==> src/rtl/scl_divider.sv <==
module scl_divider #(
  parameter int THP_W   = 7,
  parameter int THP_RST = 24,
  parameter int M_W     = 4,
  parameter int N_W     = 3,
  parameter int HALF    = 10
) (
  input  logic               clk,
  input  logic               rst_n,
  input  logic               enable,
  input  logic               ctl_load,
  input  logic [M_W+N_W-1:0] ctl_val,
  input  logic               thp_load,
  input  logic [THP_W-1:0]   thp_val,
  output logic               scl_o,
  output logic               tick_lo_o,
  output logic               tick_hi_o,
  output logic               tick_wrap_o
);
  localparam int PRE_W = THP_W + 1 + (1 << N_W) - 1 + M_W + 1;
  localparam int PH_W  = $clog2(2 * HALF);
  localparam logic [PH_W-1:0] PH_LAST = PH_W'(2 * HALF - 1);
  localparam logic [PH_W-1:0] PH_LO   = PH_W'(HALF / 2 - 1);
  localparam logic [PH_W-1:0] PH_HI   = PH_W'(HALF + HALF / 2 - 1);

  logic [THP_W-1:0] thp_p, thp_a;
  logic [M_W-1:0]   m_p, m_a;
  logic [N_W-1:0]   n_p, n_a;
  logic [PRE_W-1:0] pc;
  logic [PH_W-1:0]  ph;

  logic [PRE_W-1:0] thp_term, scaled, span;
  assign thp_term = PRE_W'(thp_a) + PRE_W'(1);
  assign scaled   = thp_term << n_a;
  assign span     = scaled * (PRE_W'(m_a) + PRE_W'(1));

  logic base_tick, last_ph;
  assign base_tick = enable && (pc == span - PRE_W'(1));
  assign last_ph   = (ph == PH_LAST);

  always_ff @(posedge clk) begin
    if (!rst_n) begin
      thp_p <= THP_W'(THP_RST);
      m_p   <= '0;
      n_p   <= '0;
    end else begin
      if (thp_load) thp_p <= thp_val;
      if (ctl_load) {m_p, n_p} <= ctl_val;
    end
  end

  always_ff @(posedge clk) begin
    if (!rst_n) begin
      thp_a <= THP_W'(THP_RST);
      m_a   <= '0;
      n_a   <= '0;
      pc    <= '0;
      ph    <= '0;
    end else if (!enable) begin
      thp_a <= thp_p;
      m_a   <= m_p;
      n_a   <= n_p;
      pc    <= '0;
      ph    <= '0;
    end else if (base_tick) begin
      pc <= '0;
      if (last_ph) begin
        ph    <= '0;
        thp_a <= thp_p;
        m_a   <= m_p;
        n_a   <= n_p;
      end else begin
        ph <= ph + PH_W'(1);
      end
    end else begin
      pc <= pc + PRE_W'(1);
    end
  end

  always_ff @(posedge clk) begin
    if (!rst_n) begin
      tick_lo_o   <= 1'b0;
      tick_hi_o   <= 1'b0;
      tick_wrap_o <= 1'b0;
    end else begin
      tick_lo_o   <= base_tick && (ph == PH_LO);
      tick_hi_o   <= base_tick && (ph == PH_HI);
      tick_wrap_o <= base_tick && last_ph;
    end
  end

  assign scl_o = !enable || (ph >= PH_W'(HALF));
endmodule


==> config.mk <==
export PLATFORM = sky130hd
export DESIGN_NAME = scl_divider
export DESIGN_NICKNAME = d
export VERILOG_FILES = /design/src/rtl/scl_divider.sv
export SDC_FILE = /design/constraint.sdc
export NUM_CORES = 1
export LEC_CHECK = 0
export BUFFER_PORTS_ARGS = -buffer_cell sky130_fd_sc_hd__buf_4
export CELL_PAD_IN_SITES_DETAIL_PLACEMENT = 1
export CELL_PAD_IN_SITES_GLOBAL_PLACEMENT = 1
export CORE_UTILIZATION = 45
export CTS_CLUSTER_DIAMETER = 150
export DETAILED_ROUTE_END_ITERATION = 10
export PLACE_DENSITY = 0.77
export SYNTH_ARGS = -nofsm -noshare
export SYNTH_HDL_FRONTEND = slang
export SYNTH_SLANG_ARGS = --single-unit
==> constraint.sdc <==
create_clock -name clk -period 8.45 [get_ports clk]
set_input_delay 0.4225 -clock clk [delete_from_list [all_inputs] [get_ports clk]]
set_output_delay 0.4225 -clock clk [all_outputs]
set_load 0.02 [all_outputs]
==> metrics.txt <==
outcome finished, final reports clean; most frequent cells in the layout 103 x nand2_1, 73 x inv_1, 56 x dfxtp_1; drt initial violations 197; register share of total power 28.6%; Max Fclk 137 MHz; CTS resizes 0; Final ANT Viol Nets 0; Yosys warnings 0; ys async rst share 0%; Cell Int Power 610 uW; share of cells above drive strength 1 7.29%; clk_skew 6.38 ps; simple-gate share of the synthesized area 23.0%; Fin. Hold Viols 0; Cell Pwr Density 159 mW/mm^2; die area 0.0132 mm^2; vias in the first global route 5094; most common cell after layout, fill and taps aside nand2_1; Setup WS pre-CTS 1190 ps; Initial Utilization 47.0%; largest family of logic cells by synthesized area adder cells; leak pwr 2.50 nW; relative slew slack 47.3%; RSZ-0062 raised after global routing false; Area growth syn-to-layout 7.51%; Detailed Route WL 14.2 mm; Final HPWL DP 11.6 mm; Core ar. 0.0122 mm^2; crit path time final 7320 ps; first-pass GRT wire length 24.3 mm; row count 40; Main synth FF type dfxtp_1; H-tree levels 2; Critical Path AT 7540 ps; Switching Fraction 37.6%; total chip power 977 uW; buffer levels on the longest clock path 2; Post-CTS Setup Repair Bufs 0; Worst EP required 8680 ps; GP Congestion 0.951; via count 4810; post-layout net count 805; top-area cell type share of the netlist area 19.6%; fin crit share 86.6%; routed vias/inst 5.54; setup slack after layout 1130 ps; largest net degree at the start of global routing 45; Synth Area in Compound Gates 9.95%; TNS Setup 0 ps; diode count 0; Setup crit start kind flop; CP Class reg2reg; Worst-Skew Late Latency 300 ps; netlist area before placement 0.00573 mm^2; grt ovf 0; Mapped Cells 699; crit end category flop; Synth area leaders dfxtp_1 20%, fa_1 15%, ha_1 9.8%; Avg Cell Area, Syn 8.20 um^2; synthesized flop and latch total 56; post-synthesis mux area share 7.46%; xor and xnor fraction of the mapped netlist area 8.25%; TritonCTS clock tree done; IO Port Bufs 22; multi-input logic area 0.00420 mm^2; Clock Sinks 56; CTS Root Cell clkbuf_16; HP Class in2reg; sequential-to-total area share from yosys stat 19.6%; Slew Viols, Final 0; Final Setup Violations 0; register area 0.00112 mm^2; cell taking the most area after synthesis dfxtp_1; Die W 115 um; Post-synth EDFFs 0; DRC viols 0; P_sw 367 uW; antenna violations before repair 0; adder-cell share of the synthesized area 24.5%; Worst-Margin Slew 783 ps; Max Cap Viol 0; CP Max Fanout 14; combinational share of power 45.6%; maximum vdd drop 0.000108 V; Yosys cell types 60; clock share of power 25.9%; Fillers 1533; Tot GR Track Use 23.4%; I/O pin cnt 23; hold buffer count at CTS 0; TritonCTS Buffers 5; die height 115 um; post-synthesis net count 805; Detailed Routing Iterations Pass 1 5; DR WL/cell 16.3 um; CTS clk-pin slew, worst paths 70 ps
-- metrics by stage --
stage	utilization (%)	instances	instance area (um^2)	hold WS (ps)
finish	50.5	868	6160	344
global route	50.5	868	6160	368
CTS	50.5	868	6160	335
detailed placement	49.0	860	5980	455
global placement	49.0	860	5980	449
floorplan	-	699	5730	434
-- cells in the mapped netlist, types with 2 or more instances --
cell         n
o41ai_1      2
o22ai_1      4
o21a_1       2
clkbuf_1    22
or2_2        4
o21ai_0     16
or3_1        7
o311ai_1     2
fa_1        42
nand3_1     23
nor2_1      48
a21oi_1     24
buf_2        5
a2111oi_1    2
dfxtp_1     56
nand4_1     13
o211ai_1     5
xor2_1      22
nand2_1    103
a21o_1       6
a311oi_1     2
nor3b_1      2
nand2b_1     7
nor3_1       8
xnor2_1     32
a211oi_1     2
o31ai_1      3
mux2_2       6
nand4b_1     3
mux2i_1     36
and3_1      10
a22oi_1      2
nor2b_1     23
and2_1       9
buf_6        2
inv_1       73
ha_1        45
nor4_1       4
-- power groups by stage --
stage               sequential, mW  combinational (mW)  clock [mW]
global route                 0.280               0.493       0.271
CTS                          0.279               0.443       0.262
floorplan                    0.281               0.340           0
detailed placement           0.285               0.439           0
finish                       0.279               0.445       0.253
global placement             0.284               0.425           0
-- worst max-delay path: stages, from the launching register on --
cell and delay, ps:
dfxtp_1 460, ha_1 280, nand3_1 150, xnor2_1 150
nor2_1 90, a21oi_1 70, mux2_2 320, mux2i_1 320
nor2_1 120, fa_1 580, inv_1 60, fa_1 460
fa_1 540, inv_1 40, ha_1 390, a21oi_1 440
o211ai_1 350, a2111oi_1 610, o41ai_1 170, a21oi_1 190
xor2_1 470, inv_1 220, a31oi_2 210, buf_4 290
mux2i_1 230
-- final timing paths --
path	startpoint	end	slack [ps]	depth (start not counted)
setup / recovery	thp_a[0]$_SDFFE_PN0P_	thp_a[0]$_SDFFE_PN0P_	1130	24
hold / removal	thp_val[3]	thp_p[3]$_SDFFE_PN1P_	340	3
setup reg to reg	thp_a[0]$_SDFFE_PN0P_	thp_a[0]$_SDFFE_PN0P_	1130	24
hold reg to reg	thp_p[6]$_SDFFE_PN0P_	thp_a[6]$_SDFFE_PN0P_	460	2
-- cell families (layout without fill, tap and decap cells) --
kind of cell	count (synthesis)	in the layout
AO/OA/AOI/OAI	84	84
XOR/XNOR	54	54
adder cells (fa/ha/maj)	87	87
buffers and inverters	104	105
flip-flops	56	56
multiplexers	42	42
AND/OR/NAND/NOR	272	272
-- flip-flops by register name, summed over array words and instances (netlist names) --
signal and count:
m_a 4, m_p 4, n_a 3, n_p 3, pc 20, ph 5
thp_a 7, thp_p 7, tick_hi_o 1, tick_lo_o 1, tick_wrap_o 1
-- layer usage --
layer	track usage [%]	vias up	part of all wire, %
met1	31.2	2374	46
met5	0	-	0
met2	39.8	96	48
li1	-	2326	-
met3	3.53	14	4.6
met4	5.89	0	1.3
-- cell type report --
cell class	count	area share, %
clock buffer	7	2.48
tap	168	3.41
sequential	56	18.2
multi-input combinational	539	68.1
inverter	73	4.44
timing repair buffer	24	2.92
clock inverter	1	0.487
(Power assumes the default switching activity.)
